==> src/rtl/vwg_pkg.sv <==
package vwg_pkg;
  typedef enum logic [3:0] {
    MODE_LVL_LO = 4'd0,
    MODE_LVL_HI = 4'd1,
    MODE_OFF    = 4'd4,
    MODE_RISE   = 4'd13,
    MODE_FALL   = 4'd14,
    MODE_ANY    = 4'd15
  } vw_mode_e;

  localparam logic [1:0] ADDR_CFG   = 2'd0;
  localparam logic [1:0] ADDR_MODE  = 2'd1;
  localparam logic [1:0] ADDR_STATE = 2'd2;
  localparam int unsigned PAT_LSB   = 12;
endpackage

==> src/rtl/vwg_regs.sv <==
module vwg_regs import vwg_pkg::*; #(
  parameter int unsigned NUM    = 4,
  parameter int unsigned IDX_W  = 8,
  parameter int unsigned SRC_W  = 2,
  parameter int unsigned MODE_W = 4,
  parameter int unsigned DATA_W = 32
) (
  input  logic                  clk_i,
  input  logic                  rst_ni,
  input  logic                  we_i,
  input  logic [1:0]            addr_i,
  input  logic [DATA_W-1:0]     wdata_i,
  input  logic [NUM-1:0]        state_i,
  output logic [DATA_W-1:0]     rdata_o,
  output logic [IDX_W-1:0]      index_o,
  output logic [SRC_W-1:0]      src_o,
  output logic [NUM-1:0]        pat_o,
  output logic [NUM*MODE_W-1:0] mode_o
);
  localparam int unsigned LANE_W = DATA_W / NUM;

  logic cfg_we, mode_we, wdata_unused;
  assign cfg_we       = we_i && (addr_i == ADDR_CFG);
  assign mode_we      = we_i && (addr_i == ADDR_MODE);
  assign wdata_unused = ^wdata_i;

  always_ff @(posedge clk_i or negedge rst_ni) begin
    if (!rst_ni) begin
      index_o <= '0;
      src_o   <= '0;
      pat_o   <= '0;
    end else if (cfg_we) begin
      index_o <= wdata_i[IDX_W-1:0];
      src_o   <= wdata_i[IDX_W+SRC_W-1:IDX_W];
      pat_o   <= wdata_i[PAT_LSB+NUM-1:PAT_LSB];
    end
  end

  logic [DATA_W-1:0] mode_rd, state_rd;
  for (genvar i = 0; i < NUM; i++) begin : g_lane
    always_ff @(posedge clk_i or negedge rst_ni) begin
      if (!rst_ni)      mode_o[i*MODE_W +: MODE_W] <= MODE_W'(MODE_OFF);
      else if (mode_we) mode_o[i*MODE_W +: MODE_W] <= wdata_i[i*LANE_W +: MODE_W];
    end
    assign mode_rd[i*LANE_W +: LANE_W]  = LANE_W'(mode_o[i*MODE_W +: MODE_W]);
    assign state_rd[i*LANE_W +: LANE_W] = LANE_W'(state_i[i]);
  end

  always_comb begin
    rdata_o = '0;
    case (addr_i)
      ADDR_CFG: begin
        rdata_o[IDX_W-1:0]                 = index_o;
        rdata_o[IDX_W+SRC_W-1:IDX_W]       = src_o;
        rdata_o[PAT_LSB+NUM-1:PAT_LSB]     = pat_o;
      end
      ADDR_MODE:  rdata_o = mode_rd;
      ADDR_STATE: rdata_o = state_rd;
      default:    rdata_o = '0;
    endcase
  end

  // a configuration write lands in the fields
  a_r2_cfg_write: assert property (@(posedge clk_i) disable iff (!rst_ni)
    cfg_we |=> (index_o == $past(wdata_i[IDX_W-1:0])) &&
               (pat_o == $past(wdata_i[PAT_LSB+NUM-1:PAT_LSB])));
  // no write to other addresses disturbs the configuration
  a_r11_cfg_hold: assert property (@(posedge clk_i) disable iff (!rst_ni)
    !cfg_we && !mode_we |=> $stable(index_o) && $stable(src_o) && $stable(pat_o) && $stable(mode_o));
endmodule

==> src/rtl/vwg_state.sv <==
module vwg_state #(
  parameter int unsigned NUM     = 4,
  parameter int unsigned IDX_W   = 8,
  parameter int unsigned SRC_W   = 2,
  parameter int unsigned MIN_IDX = 2
) (
  input  logic               clk_i,
  input  logic               rst_ni,
  input  logic               msg_valid_i,
  input  logic [IDX_W-1:0]   msg_index_i,
  input  logic [2*NUM-1:0]   msg_data_i,
  input  logic [(1<<SRC_W)-1:0] rst_lines_i,
  input  logic [IDX_W-1:0]   index_i,
  input  logic [SRC_W-1:0]   src_i,
  input  logic [NUM-1:0]     pat_i,
  output logic [NUM-1:0]     wires_o,
  output logic               reload_o
);
  localparam int unsigned NRST = 1 << SRC_W;

  logic [NRST-1:0] lines_q, line_rise;
  logic [NUM-1:0]  upd_mask, upd_val;
  logic            hit, reload;

  assign upd_mask  = msg_data_i[2*NUM-1:NUM];
  assign upd_val   = msg_data_i[NUM-1:0];
  assign hit       = msg_valid_i && (msg_index_i == index_i) && (index_i >= IDX_W'(MIN_IDX));
  assign line_rise = rst_lines_i & ~lines_q;
  assign reload    = line_rise[src_i];

  always_ff @(posedge clk_i or negedge rst_ni) begin
    if (!rst_ni) begin
      lines_q  <= '1;
      wires_o  <= '0;
      reload_o <= 1'b0;
    end else begin
      lines_q  <= rst_lines_i;
      reload_o <= reload;
      if (reload)   wires_o <= pat_i;
      else if (hit) wires_o <= (wires_o & ~upd_mask) | (upd_val & upd_mask);
    end
  end

  // reload loads the pattern, winning over a message
  a_r6_reload: assert property (@(posedge clk_i) disable iff (!rst_ni)
    reload |=> wires_o == $past(pat_i));
  // no accepted message and no reload leaves the wires alone
  a_r5_ignore: assert property (@(posedge clk_i) disable iff (!rst_ni)
    !hit && !reload |=> $stable(wires_o));
  // masked wires take the value, others keep theirs
  a_r4_masked_update: assert property (@(posedge clk_i) disable iff (!rst_ni)
    hit && !reload |=> (((wires_o ^ $past(upd_val)) & $past(upd_mask)) == '0) &&
                       (((wires_o ^ $past(wires_o)) & ~$past(upd_mask)) == '0));
endmodule

==> src/rtl/vwg_irq.sv <==
module vwg_irq import vwg_pkg::*; #(
  parameter int unsigned MODE_W = 4
) (
  input  logic              clk_i,
  input  logic              rst_ni,
  input  logic              wire_i,
  input  logic              reload_i,
  input  logic [MODE_W-1:0] mode_i,
  output logic              irq_o
);
  logic prev_q, rise, fall;

  always_ff @(posedge clk_i or negedge rst_ni) begin
    if (!rst_ni) prev_q <= 1'b0;
    else         prev_q <= wire_i;
  end

  // edge seen in the cycle after the wire register changed; reload-driven changes masked
  assign rise = wire_i & ~prev_q & ~reload_i;
  assign fall = ~wire_i & prev_q & ~reload_i;

  always_comb begin
    case (mode_i)
      MODE_LVL_LO: irq_o = ~wire_i;
      MODE_LVL_HI: irq_o = wire_i;
      MODE_RISE:   irq_o = rise;
      MODE_FALL:   irq_o = fall;
      MODE_ANY:    irq_o = rise | fall;
      default:     irq_o = 1'b0;
    endcase
  end

  // a rising request never lasts two cycles
  a_r8_single_pulse: assert property (@(posedge clk_i) disable iff (!rst_ni)
    (irq_o && mode_i == MODE_RISE) |=> !(irq_o && mode_i == MODE_RISE));
  // reload cycle carries no edge request
  a_r9_no_reload_edge: assert property (@(posedge clk_i) disable iff (!rst_ni)
    reload_i && (mode_i == MODE_RISE || mode_i == MODE_FALL || mode_i == MODE_ANY) |-> !irq_o);
endmodule

==> src/rtl/vw_host_group.sv <==
module vw_host_group #(
  parameter int unsigned NUM_WIRES = 4,
  parameter int unsigned IDX_W     = 8,
  parameter int unsigned SRC_W     = 2,
  parameter int unsigned MODE_W    = 4,
  parameter int unsigned DATA_W    = 32,
  parameter int unsigned MIN_IDX   = 2
) (
  input  logic                   clk_i,
  input  logic                   rst_ni,
  input  logic                   reg_we_i,
  input  logic [1:0]             reg_addr_i,
  input  logic [DATA_W-1:0]      reg_wdata_i,
  output logic [DATA_W-1:0]      reg_rdata_o,
  input  logic                   msg_valid_i,
  input  logic [IDX_W-1:0]       msg_index_i,
  input  logic [2*NUM_WIRES-1:0] msg_data_i,
  input  logic [(1<<SRC_W)-1:0]  rst_lines_i,
  output logic [NUM_WIRES-1:0]   irq_o
);
  logic [IDX_W-1:0]            index;
  logic [SRC_W-1:0]            src;
  logic [NUM_WIRES-1:0]        pat, wires;
  logic [NUM_WIRES*MODE_W-1:0] modes;
  logic                        reload_q;

  vwg_regs #(.NUM(NUM_WIRES), .IDX_W(IDX_W), .SRC_W(SRC_W), .MODE_W(MODE_W), .DATA_W(DATA_W)) u_regs (
    .clk_i, .rst_ni, .we_i(reg_we_i), .addr_i(reg_addr_i), .wdata_i(reg_wdata_i),
    .state_i(wires), .rdata_o(reg_rdata_o), .index_o(index), .src_o(src),
    .pat_o(pat), .mode_o(modes));

  vwg_state #(.NUM(NUM_WIRES), .IDX_W(IDX_W), .SRC_W(SRC_W), .MIN_IDX(MIN_IDX)) u_state (
    .clk_i, .rst_ni, .msg_valid_i, .msg_index_i, .msg_data_i, .rst_lines_i,
    .index_i(index), .src_i(src), .pat_i(pat), .wires_o(wires), .reload_o(reload_q));

  for (genvar i = 0; i < NUM_WIRES; i++) begin : g_wire
    vwg_irq #(.MODE_W(MODE_W)) u_irq (
      .clk_i, .rst_ni, .wire_i(wires[i]), .reload_i(reload_q),
      .mode_i(modes[i*MODE_W +: MODE_W]), .irq_o(irq_o[i]));
  end
endmodule

==> config.mk <==
export PLATFORM = sky130hd
export DESIGN_NAME = vw_host_group
export DESIGN_NICKNAME = d
export VERILOG_FILES = /design/src/rtl/vwg_pkg.sv /design/src/rtl/vwg_regs.sv /design/src/rtl/vwg_state.sv /design/src/rtl/vwg_irq.sv /design/src/rtl/vw_host_group.sv
export SDC_FILE = /design/constraint.sdc
export NUM_CORES = 1
export LEC_CHECK = 0
export ABC_CLOCK_PERIOD_IN_PS = 1700
export CAP_MARGIN = 20
export CORE_MARGIN = 8
export CORE_UTILIZATION = 44
export DETAILED_ROUTE_END_ITERATION = 6
export GPL_TIMING_DRIVEN = 0
export PLACE_DENSITY = 0.8
export SLEW_MARGIN = 20
export SYNTH_ARGS = -nofsm -noshare
export SYNTH_HDL_FRONTEND = slang
export SYNTH_HIERARCHICAL = 1
export SYNTH_SLANG_ARGS = --single-unit
==> constraint.sdc <==
create_clock -name clk_i -period 1.7 [get_ports clk_i]
set_input_delay 0.34 -clock clk_i [delete_from_list [all_inputs] [get_ports clk_i]]
set_output_delay 0.34 -clock clk_i [all_outputs]
set_load 0.02 [all_outputs]
==> qor.csv <==
stage;metric;value;unit
run_status;status;finished with violations;
run_status;violations;negative setup slack;
synth;syn-cell-area;2430;µm²
power;p_leak;1.75;nW
timing;fmax;565;MHz
finish;syn2layout_area_growth;51.6;%
global_route;grt_util_met2;24.4;%
clocking;cts_buffers;5;
place;gp_congestion;0.783;
power;irDropWorstVdd;0.593;mV
timing;drv_slew;0;
routing;wl_per_cell;17.8;µm
setup_path;critPathLaunchType;flop;
synth;synthMuxAreaShare;17.9;%
routing;via_per_inst;5.20;
synth;synth_ff_type;dfrtp_1;
setup_path;path_buf_inv;1;
floorplan;die_y;90.3;µm
synth;synth_xor_area_share;3.50;%
setup_path;cp_top_family;flip-flops;
timing;fin_skew;0.00942;ns
synth;synth_edf_count;0;
finish;fill_cells;435;
clocking;clock_sink_count;43;
flow_run;cap_violations;0;
power;p_total;3.63;mW
worst_hold_path;min_path_type;in -> async;
floorplan;die_area;8150;µm²
global_route;met3_usage;7.90;%
synth;avgSynthCellArea;12.0;µm²
setup_path;cp_slowest_stage_delay;0.57;ns
place;hpwl;4800;µm
finish;drive_gt1_share;45.5;%
timing;fin_tns_setup;-0.202;ns
floorplan;start_util;44.9;%
routing;vias;2008;
setup_path;path_class;reg -> out;
floorplan;die_w;90.3;µm
synth;synth-compound-area-share;8.91;%
place;portBuffers;77;
global_route;grt_max_degree;33;
clocking;clk_path_buf_depth;2;
finish;n_antenna_cell;0;
synth;synth_top_family_by_area;simple AND/OR/NAND/NOR gates;
routing;drtAntennaViolNets;0;
synth;yosys.area_share.simple;18.2;%
clocking;path_clk_slew;0.08;ns
synth;ys_warn_count;6;
timing;fin_crit;1.77;ns
synth;ys_seq_area_share;44.7;%
synth;synth_cell_type_count;37;
clocking;ctsHtreeMaxLevel;2;
global_route;antenna_found_initial;0;
clocking;cts_root_buffer;clkbuf_8;
finish;fin_util;68.1;%
timing;final-hold-violation-count;0;
floorplan;rows;27;
clocking;clkLatencyLatePin;0.30;ns
setup_path;cp_slowest_cell;dfstp_2;
synth;synth_top_cell_area_share;36.1;%
timing;fin_crit_sh;104;%
setup_path;crit_chain;nand3b_1 -> o32a_1 -> nor3_2 -> buf_4;
routing;drt-initial-drc-count;76;
setup_path;critPathArrivalTime;1.43;ns
routing;drc;0;
synth;ys_ff_latch;43;
routing;dr.pass1.iters;7;
global_route;grt_pass1_vias;2099;
power;power_density;985;nW/µm²
timing;rsz0062_at_grt;yes;
global_route;grt_usage;15.7;%
setup_path;end_kind;output pin;
timing;setup-violations-final;8;
global_route;busiest_layer;met2;
finish;nets;375;
synth;synthArstFlopShare;100;%
setup_path;critPathLaunch;u_regs/mode_o[2]$_DFFE_PN1P_;
timing;fin_ws;-0.0711;ns
floorplan;ios;94;
synth;yosys.area_share.adder;2.06;%
clocking;cts_tree;built;
synth;synthTopCellsByArea;dfrtp_1 36%, mux2_4 12%, dfstp_2 8.7%;
global_route;grt_overflow_total;0;
global_route;grt_pass1_wl;10300;µm
routing;drt-total-wl;6870;µm
synth;yosys.area.top_type;dfrtp_1;
setup_path;r2r-start;u_regs/index_o[0]$_DFFE_PN0P_;
synth;syn_inst;202;
floorplan;coreArea;5410;µm²
setup_path;cp.required;1.36;ns
setup_path;crit_fanout;4;
global_route;grt.met1_usage;18.4;%
## cell usage after synthesis, drive strengths merged (5+ instances only)
master	instances
nand2	11
buf	11
dfstp	8
nor2	14
and2	10
nor3	8
mux2	30
dfrtp	35
and3	6
or4	5
a22oi	6
xnor2	8
## final timing paths
check | to | cells after the start | slack [ns]
max in group asynchronous | u_regs/mode_o[10]$_DFFE_PN1P_ | 3 | 0.72
setup reg to reg | flop | 5 | -0.03
hold / removal | u_regs/index_o[6]$_DFFE_PN0P_ | 2 | 0.45
min in group clk_i | g_wire[1].u_irq/prev_q$_DFF_PN0_ | 0 | 0.47
hold reg to reg | g_wire[1].u_irq/prev_q$_DFF_PN0_ | 0 | 0.47
setup / recovery | irq_o[0] | 4 | -0.07
## layout make-up
class | instances | area, µm² | area share (%)
Buffer | 12 | 110 | 2.99
Sequential cell | 43 | 1090 | 29.7
Clock inverter | 3 | 15.0 | 0.408
Multi-Input combinational cell | 150 | 1430 | 38.7
Timing Repair Buffer | 98 | 866 | 23.5
Clock buffer | 5 | 68.8 | 1.87
Tap cell | 72 | 90.1 | 2.45
Inverter | 3 | 13.8 | 0.374
## power by group
part	total, mW	switching, mW	internal, mW
clock	0.636	0.355	0.281
combinational	1.41	0.594	0.816
sequential	1.58	0.294	1.29
## registers in the layout, indices dropped and copies added (netlist names), named ones only
| signal | flops |
|---|---|
| u_regs/index_o | 8 |
| u_state/lines_q | 4 |
| g_wire.u_irq/prev_q | 4 |
| u_regs/src_o | 2 |
| u_regs/pat_o | 4 |
| u_regs/mode_o | 16 |
| u_state/reload_o | 1 |
## logic make-up after synthesis
logic type,count (synthesis)
compound gates,25
xor+xnor,8
fa+ha+maj,4
buf+inv,16
flops,43
mux,31
other cells,1
simple gates,74
## per-layer routing
| layer | part of all wire (%) | wire [µm] |
|---|---|---|
| met3 | 9.5 | 653 |
| met2 | 49 | 3390 |
| met5 | 0 | 0 |
| met4 | 1.2 | 83 |
| met1 | 40 | 2750 |
## cells in the final DEF, fill, tap and decap left out, types with 4 or more instances in the layout
master | synthesis | final
o32a_1 | 4 | 4
a31oi_1 | 4 | 4
clkbuf_8 | 0 | 7
nor3_1 | 4 | 4
nor2_1 | 14 | 14
dfrtp_2 | 0 | 6
buf_6 | 2 | 6
and3_1 | 6 | 6
buf_2 | 0 | 19
mux2_2 | 10 | 10
conb_1 | 1 | 8
nand2_1 | 9 | 8
nand2b_1 | 4 | 4
a21boi_0 | 4 | 4
mux2_4 | 20 | 20
dlymetal6s2s_1 | 0 | 4
nand3_1 | 4 | 4
xnor2_2 | 2 | 5
or4_1 | 4 | 4
nor3_2 | 4 | 4
nand3b_1 | 4 | 4
dfstp_2 | 8 | 8
buf_4 | 9 | 31
and2_1 | 10 | 10
clkdlybuf4s50_1 | 0 | 42
dfrtp_1 | 35 | 29
a22oi_1 | 6 | 4
## metrics by stage
step	std cells	hold WS, ns	worst slack (ns)	instance area (µm²)
floorplan	209	0.0444	0.0813	2450
global placement	358	0.471	-1.04	3320
detailed placement	359	0.240	-1.11	3330
CTS	373	0.450	-0.0891	3420
global route	386	0.458	-0.128	3680
finish	386	0.451	-0.0711	3680
## what timing repair did
| action | in CTS | in global routing |
|---|---|---|
| buffers inserted | 5 | 14 |
| setup endpoints to repair | 44 | 14 |
| gates resized for setup | 144 | 29 |
| pin swaps | 3 | 22 |
| endpoints found under the hold margin | 7 | 0 |
| hold buffers | 1 | 0 |
Power figures use the tool's default switching activity.
